[config.mk]
export PLATFORM = sky130hd
export DESIGN_NAME = pvic_top
export DESIGN_NICKNAME = d
export VERILOG_FILES = /design/src/rtl/pvic_pkg.sv /design/src/rtl/pvic_sync.sv /design/src/rtl/pvic_arbiter.sv /design/src/rtl/pvic_top.sv
export SDC_FILE = /design/constraint.sdc
export NUM_CORES = 1
export LEC_CHECK = 0
export BUFFER_PORTS_ARGS = -buffer_cell sky130_fd_sc_hd__buf_4
export CAP_MARGIN = 20
export CORE_MARGIN = 8
export CORE_UTILIZATION = 45
export DETAILED_ROUTE_END_ITERATION = 10
export PLACE_DENSITY = 0.77
export REMOVE_ABC_BUFFERS = 1
export SLEW_MARGIN = 40
export SYNTH_ARGS = -nofsm -noshare
export SYNTH_HDL_FRONTEND = slang
export SYNTH_SLANG_ARGS = --single-unit
export TNS_END_PERCENT = 1
[constraint.sdc]
create_clock -name clk -period 3.25 [get_ports clk]
set_clock_uncertainty 0.15 [all_clocks]
set_input_delay 0.325 -clock clk [delete_from_list [all_inputs] [get_ports clk]]
set_output_delay 0.325 -clock clk [all_outputs]
set_load 0.02 [all_outputs]
[src/rtl/pvic_pkg.sv]
package pvic_pkg;
    localparam int NUM_SRC  = 5;
    localparam int IDX_NMI  = 0;
    localparam int IDX_EDGE = 1;
    localparam int IDX_HI   = 2;
    localparam int IDX_LO   = 3;
    localparam int IDX_EXT  = 4;
    localparam int NUM_MASK = 3;
    localparam int MASK_W   = NUM_MASK + 1;
endpackage

[src/rtl/pvic_sync.sv]
module pvic_sync #(
    parameter int WIDTH  = 5,
    parameter int STAGES = 2
) (
    input  logic             clk,
    input  logic             rst_n,
    input  logic [WIDTH-1:0] raw_i,
    output logic [WIDTH-1:0] sync_o
);
    logic [STAGES-1:0][WIDTH-1:0] stage_d, stage_q;

    always_comb begin
        stage_d[0] = raw_i;
        for (int s = 1; s < STAGES; s++) begin
            stage_d[s] = stage_q[s-1];
        end
    end

    always_ff @(posedge clk or negedge rst_n) begin
        if (!rst_n) stage_q <= '0;
        else        stage_q <= stage_d;
    end

    assign sync_o = stage_q[STAGES-1];
endmodule

[src/rtl/pvic_arbiter.sv]
module pvic_arbiter #(
    parameter int N = 5
) (
    input  logic [N-1:0] req_i,
    output logic [N-1:0] gnt_o
);
    logic [N-1:0] gnt_d;
    logic         taken;

    always_comb begin
        gnt_d = '0;
        taken = 1'b0;
        for (int i = 0; i < N; i++) begin
            if (req_i[i] && !taken) begin
                gnt_d[i] = 1'b1;
                taken    = 1'b1;
            end
        end
    end

    assign gnt_o = gnt_d;

    always_comb begin
        AST_GNT_ONEHOT: assert ($onehot0(gnt_o));
    end
endmodule

[src/rtl/pvic_top.sv]
module pvic_top
    import pvic_pkg::*;
#(
    parameter int              VEC_W     = 16,
    parameter int              SYNC_LEN  = 2,
    parameter logic [VEC_W-1:0] VEC_NMI  = 16'h0024,
    parameter logic [VEC_W-1:0] VEC_EDGE = 16'h003C,
    parameter logic [VEC_W-1:0] VEC_HI   = 16'h0034,
    parameter logic [VEC_W-1:0] VEC_LO   = 16'h002C
) (
    input  logic              clk,
    input  logic              rst_n,
    input  logic              req_nmi_i,
    input  logic              req_edge_i,
    input  logic              req_lvl_hi_i,
    input  logic              req_lvl_lo_i,
    input  logic              req_ext_i,
    input  logic              boundary_i,
    input  logic              ei_i,
    input  logic              di_i,
    input  logic              mask_wr_i,
    input  logic [MASK_W-1:0] mask_data_i,
    output logic              grant_valid_o,
    output logic [VEC_W-1:0]  vector_o,
    output logic              ext_ack_n_o
);
    typedef struct packed {
        logic [NUM_SRC-1:0]  prev;
        logic                nmi_pend;
        logic                edge_lat;
        logic                ie;
        logic [NUM_MASK-1:0] mask;
        logic                gvalid;
        logic                ack_n;
        logic [VEC_W-1:0]    vec;
    } state_t;

    state_t st_d, st_q;

    logic [NUM_SRC-1:0] raw_req, sync_req, rise, cand, gnt;

    assign raw_req = {req_ext_i, req_lvl_lo_i, req_lvl_hi_i, req_edge_i, req_nmi_i};

    pvic_sync #(.WIDTH(NUM_SRC), .STAGES(SYNC_LEN)) u_sync (
        .clk    (clk),
        .rst_n  (rst_n),
        .raw_i  (raw_req),
        .sync_o (sync_req)
    );

    assign rise = sync_req & ~st_q.prev;

    always_comb begin
        cand           = '0;
        cand[IDX_NMI]  = st_q.nmi_pend;
        cand[IDX_EDGE] = st_q.edge_lat & ~st_q.mask[2] & st_q.ie;
        cand[IDX_HI]   = sync_req[IDX_HI] & ~st_q.mask[1] & st_q.ie;
        cand[IDX_LO]   = sync_req[IDX_LO] & ~st_q.mask[0] & st_q.ie;
        cand[IDX_EXT]  = sync_req[IDX_EXT] & st_q.ie;
        if (!boundary_i) cand = '0;
    end

    pvic_arbiter #(.N(NUM_SRC)) u_arb (
        .req_i (cand),
        .gnt_o (gnt)
    );

    always_comb begin
        st_d        = st_q;
        st_d.prev   = sync_req;
        st_d.gvalid = 1'b0;
        st_d.ack_n  = 1'b1;
        st_d.vec    = '0;

        st_d.nmi_pend = (st_q.nmi_pend | rise[IDX_NMI]) & sync_req[IDX_NMI] & ~gnt[IDX_NMI];
        st_d.edge_lat = (st_q.edge_lat | rise[IDX_EDGE]) & ~gnt[IDX_EDGE]
                        & ~(mask_wr_i & mask_data_i[NUM_MASK]);

        if (mask_wr_i) st_d.mask = mask_data_i[NUM_MASK-1:0];

        if (ei_i) st_d.ie = 1'b1;
        if (di_i) st_d.ie = 1'b0;
        if (|gnt[NUM_SRC-1:1]) st_d.ie = 1'b0;

        if (gnt[IDX_NMI]) begin
            st_d.gvalid = 1'b1;
            st_d.vec    = VEC_NMI;
        end else if (gnt[IDX_EDGE]) begin
            st_d.gvalid = 1'b1;
            st_d.vec    = VEC_EDGE;
        end else if (gnt[IDX_HI]) begin
            st_d.gvalid = 1'b1;
            st_d.vec    = VEC_HI;
        end else if (gnt[IDX_LO]) begin
            st_d.gvalid = 1'b1;
            st_d.vec    = VEC_LO;
        end else if (gnt[IDX_EXT]) begin
            st_d.ack_n  = 1'b0;
        end
    end

    always_ff @(posedge clk or negedge rst_n) begin
        if (!rst_n) begin
            st_q       <= '0;
            st_q.ack_n <= 1'b1;
        end else begin
            st_q <= st_d;
        end
    end

    assign grant_valid_o = st_q.gvalid;
    assign vector_o      = st_q.vec;
    assign ext_ack_n_o   = st_q.ack_n;

    AST_GRANT_EXCLUSIVE: assert property (@(posedge clk) disable iff (!rst_n)
        !(grant_valid_o && !ext_ack_n_o));
    AST_GRANT_AT_BOUNDARY: assert property (@(posedge clk) disable iff (!rst_n)
        (grant_valid_o || !ext_ack_n_o) |-> $past(boundary_i));
    AST_GRANT_ONE_CYCLE: assert property (@(posedge clk) disable iff (!rst_n)
        grant_valid_o |=> !grant_valid_o);
    AST_MASKABLE_CLEARS_IE: assert property (@(posedge clk) disable iff (!rst_n)
        ((grant_valid_o && vector_o != VEC_NMI) || !ext_ack_n_o) |-> !st_q.ie);
    AST_EDGE_NEEDS_ENABLE: assert property (@(posedge clk) disable iff (!rst_n)
        (grant_valid_o && vector_o == VEC_EDGE) |-> $past(st_q.ie && !st_q.mask[2]));
    AST_VECTOR_LEGAL: assert property (@(posedge clk) disable iff (!rst_n)
        grant_valid_o |-> (vector_o == VEC_NMI || vector_o == VEC_EDGE ||
                           vector_o == VEC_HI  || vector_o == VEC_LO));
    AST_VECTOR_IDLE_ZERO: assert property (@(posedge clk) disable iff (!rst_n)
        !grant_valid_o |-> vector_o == '0);
endmodule

==> metrics.cfg, run 1 <==
[synth]
synth_most_common_cell = dfrtp_1
synthTopCellsByCount = dfrtp_1, buf_4, nor2_1, mux2_2
synth_edf_count = 0
yosysTopAreaCell = dfrtp_1
async_reset_ff_share_pct = 100
postSynthAreaPerCell_sq_um = 13.0
netlist_area_sq_um = 846
synth_top_area_share_pct = 62.1
ys_ff_latch = 22
yosysWarningCount = 0
synth.top_cells.by_area = dfrtp_1, buf_4, mux2_2, dfstp_2, nor2_1
synth_flop_cell = dfrtp_1
ys_types = 21
synth.yosys.seq_area_share_pct = 65.2
synthCells = 65

[setup_path]
critPathRequiredTime_ps = 2770
cp-end-kind = output port
cp_max_fo = 1
r2r_slack_ps = 1990
crit_slowest_cell = dfstp_2
cpLargestDelayFamily = flip-flops
slowest_delay_ps = 530
setup.worst_path.class = flop to output port
critPathBufInv = 1
path_cells = buf_4
crit_arrival_ps = 950
start_kind = flop

[global_route]
track_usage_pct = 8.31
grt_max_degree = 23
grt.overflow.total = 0
antenna_found_initial = 0
grt_pass1_wl_mm = 2.26
grt_pass1_vias = 556

[finish]
multiInputGateArea_sq_um = 211
final_area_sq_um = 1040
nNetsFinal = 106
antenna_cells = 0
fill_cells = 162
area_delta_synth_final_pct = 23.5
layout-drive-gt1-share_pct = 33.3
seq_area_sq_um = 552

[timing]
setup_ws_ps = 1830
finalCritPeriodShare_pct = 43.8
rsz0062_at_grt = false
fmax_ghz = 0.702
setup_tns_ps = 0
holdWs_ps = 56.8
min_period_ps = 1420
hold_viol_final = 0
maxSlewViolCount = 0
setup_viol = 0

[floorplan]
fp.dieW_microns = 59.4
rows = 15
initial_core_util_pct = 48.5
die_area_sq_um = 3520
ioPinCount = 33
core_area_sq_um = 1750
die_y_microns = 59.4

[placement]
place_ws_ps = 1990
portBuffers = 20
place_congestion = 0.666
placed_area_sq_um = 948

[cts]
htreeDepth = 1
cts_buffer_depth = 2
hold_buffers = 6
cts_resized = 0
clkTransAtPathRegs_ps = 110
clockRootBuffer = clkbuf_4
cts_setup_buffers = 0
cts_buffers = 3
cts_tree = done
clock_sinks = 22
clock_latency_ps = 290

[routing]
drc = 0
drt_first_iter_violations = 5
wl_mm = 1.30
vias_per_cell = 4.19
antenna_left = 0
drt_first_pass_iters = 3
num_vias = 482
routedWlPerCell_microns = 11.3

[run_status]
status = finished clean

[min_path]
min_path_type = input port to flop

[job]
max_cap_violations = 0

[pwr]
p_leak_uw = 0.000510
p_per_area_nw_per_um2 = 492
ir_drop_mv = 0.338

## sequential cells by signal, indices dropped and copies added, names as in the netlist
register / cells
vector_o: 2
u_sync.sync_o: 5
u_sync.stage_d: 5
grant_valid_o: 1
st_q: 8
ext_ack_n_o: 1
## layer usage
metal / global-route usage, % / up-vias / wire length, microns
met5: 0 / - / 0
met4: 3.07 / 0 / 0
met1: 7.58 / 222 / 461
met2: 15.6 / 23 / 672
li1: - / 237 / -
met3: 3.69 / 0 / 163
## cells by family (layout without fill, tap and decap cells)
group / after synthesis / after routing / share of synthesized area [%]
flip-flops: 22 / 22 / 65.2
buffers and inverters: 17 / 31 / 14.6
AND/OR/NAND/NOR: 16 / 16 / 10.5
AO/OA/AOI/OAI: 6 / 6 / 5.18
multiplexers: 3 / 3 / 3.99
other: 1 / 12 / 0.443
## layout by cell type, fill, tap and decap left out, types with 2 or more instances in the layout
cell           instances
nand2b_1               2
clkbuf_4               3
nor2_1                 4
buf_4                 20
dlygate4sd3_1          6
nor2b_1                2
conb_1                12
a21oi_1                2
nand2_1                2
mux2_2                 3
dfrtp_1               21
## power by group
group          internal, uW  total, uW  switching, uW
clock network          68.2        140           72.3
registers               291        299           8.35
logic                  34.1       74.1           40.0
## cell type report
type,count,area share (%)
timing repair buffer,26,20.1
clock buffer,4,3.47
multi-input combinational,37,20.2
tap,25,2.99
inverter,1,0.359
sequential,22,52.8
## per-stage QoR
step,utilization (%),power [uW],cells
final,59.9,514,115
after global routing,59.9,544,115
after CTS,59.9,521,115
after detailed placement,54.3,374,105
after global placement,54.3,371,105
after floorplan,-,342,60
## worst paths after layout
path / from / end / depth (start not counted)
worst max-delay path: ext_ack_n_o / ext_ack_n_o / 1
worst min-delay path: mask_data_i[3] / st_q[22] / 2
worst max register to register: st_q[22] / grant_valid_o / 3
worst min register to register: u_sync.stage_d[9] / u_sync.sync_o[4] / 0
max in group asynchronous: rst_n / ext_ack_n_o / 2
min in group asynchronous: rst_n / u_sync.stage_d[6] / 2
No activity file was read; power rests on OpenSTA's default activity.
==> inputs of run 2 (changes only) <==
- CORE_UTILIZATION: 45 -> 41
- PLACE_DENSITY: 0.77 -> 0.74
- clock period: 3.25 -> 1.25 ns (I/O delays scaled with it)
==> run 2 against run 1 <==
  * Register-to-register slack got worse by 2000 ps
  * Flip-flop and latch count stayed put
  * Non-clock buffer count up 7
  * Sequential share of layout area decreased by 3.8 points
  * Final area rose by 7.8%
  * Worst hold slack improved by 14 ps
  * Final cell count up 7.8%
  * Critical path depth is the same
  * Critical endpoint unchanged
==> metrics.cfg, run 2 (synthesis results as in run 1) <==
[setup_path]
start_kind = flop
crit_slowest_cell = dfstp_2
cpLargestDelayFamily = flip-flops
cp-end-kind = output port
slowest_delay_ps = 540  ; about the same
setup.worst_path.class = flop to output port
rr_worst_depth = 3  ; unchanged
crit_arrival_ps = 950  ; about the same
critPathBufInv = 1  ; unchanged
critPathRequiredTime_ps = 980  ; -1790 ps
cp.depth = 1  ; unchanged
cp_max_fo = 1  ; unchanged
path_cells = buf_6

[global_route]
grt_pass1_wl_mm = 2.19  ; -3.1%
grt_pass1_vias = 512  ; -7.9%
grt_max_degree = 23  ; unchanged
antenna_found_initial = 0  ; unchanged
grt.overflow.total = 0  ; unchanged
track_usage_pct = 8.19  ; -0.12 points

[routing]
routedWlPerCell_microns = 11.2  ; -0.61%
vias_per_cell = 4.15  ; -0.91%
drt_first_pass_iters = 2  ; -1
wl_mm = 1.39  ; +7.2%
drt_first_iter_violations = 2  ; -3
num_vias = 515  ; +6.8%
drc = 0  ; unchanged
antenna_left = 0  ; unchanged

[finish]
layout_common_cells = dfrtp_1, buf_4, dlygate4sd3_1, conb_1, nor2_1
antenna_cells = 0  ; unchanged
layout_commonest_cell = dfrtp_1
largest_reg_flops = 8  ; unchanged
regMostFlops = st_q
nNetsFinal = 113  ; +6.6%
layout-drive-gt1-share_pct = 32.0  ; -1.4 points
fill_cells = 167  ; +3.1%
area_delta_synth_final_pct = 33.1

[cts]
clock_sinks = 22  ; unchanged
clkTransAtPathRegs_ps = 110  ; about the same
clock_latency_ps = 310  ; +20 ps
cts_tree = done
cts_buffer_depth = 2  ; unchanged
cts_buffers = 3  ; unchanged
clockRootBuffer = clkbuf_4
htreeDepth = 1  ; unchanged
cts_setup_buffers = 0  ; unchanged

[timing]
hold_viol_final = 0  ; unchanged
finalCritPeriodShare_pct = 98.3
fmax_ghz = 0.813
min_period_ps = 1230
maxSlewViolCount = 0  ; unchanged
holdWs_ps = 70.6  ; +13.9 ps
setup_tns_ps = 0  ; unchanged
rsz0062_at_grt = true
setup_viol = 0  ; unchanged

[floorplan]
core_area_sq_um = 1960  ; +12%
rows = 16  ; +1
ioPinCount = 33  ; unchanged
die_y_microns = 61.4  ; +3.5%
fp.dieW_microns = 61.4  ; +3.5%
initial_core_util_pct = 43.1  ; -5.3 points
die_area_sq_um = 3770  ; +7.1%

[placement]
hpwlAfterDp_mm = 1.02
portBuffers = 20  ; unchanged
place_congestion = 0.700  ; +5.1%

[run_status]
status = finished clean

[pwr]
p_per_area_nw_per_um2 = 1220  ; +150%
ir_drop_mv = 0.703  ; +110%
p_leak_uw = 0.000543  ; +6.4%

[min_path]
min_path_type = input port to asynchronous set/reset pin

[job]
max_cap_violations = 0  ; unchanged

-- run 2: final cells by class --
cell class	count	area, sq um	area share (%)
Timing Repair Buffer	33	284	25.2
Sequential cell	22	552	49.0
Multi-Input combinational cell	37	216	19.2
Inverter	1	3.75	0.333
Tap cell	27	33.8	3.00
Clock buffer	4	36.3	3.22
-- run 2: report_power, final --
| part | internal [uW] | switching [uW] | total, uW |
|---|---|---|---|
| registers | 757 | 22.8 | 780 |
| clock network | 178 | 201 | 379 |
| logic | 105 | 109 | 213 |
| total | 1040 | 332 | 1370 |
-- run 2: layer usage --
layer  vias to the layer above  global-route usage, %  part of all wire (%)
met2                        27                   13.0                    47
met5                         -                      0                     0
met1                       234                   8.51                    38
met3                         5                   2.92                    12
met4                         0                   6.82                   3.2
li1                        249                      -                     -
-- run 2: timing repair --
| action | in CTS | in global routing |
|---|---|---|
| endpoints found under the hold margin | 35 | 0 |
| endpoints found under the setup margin | 2 | 2 |
| hold buffers | 13 | 0 |
| gates resized for setup | 2 | 0 |
-- run 2: metrics by stage --
stage	instance area [sq um]	std cells	setup slack [ps]	utilization (%)	power [uW]
2_1_floorplan	767	60	90.7	-	889
3_3_place_gp	951	107	48.7	48.5	965
3_5_place_dp	951	107	14.0	48.5	972
4_1_cts	1130	124	5.96	57.4	1390
5_1_grt	1130	124	-28.5	57.4	1450
6_report	1130	124	20.7	57.4	1370
-- run 2: path summary, 6_finish.rpt --
check                                   from                end  slack [ps]
max                              ext_ack_n_o        ext_ack_n_o          20
min                                    rst_n  u_sync.stage_d[7]          70
max reg2reg                         st_q[21]           st_q[21]          40
min reg2reg                u_sync.stage_d[9]   u_sync.sync_o[4]         210
max in group asynchronous              rst_n        ext_ack_n_o         610
min in group clk                  boundary_i        ext_ack_n_o          70
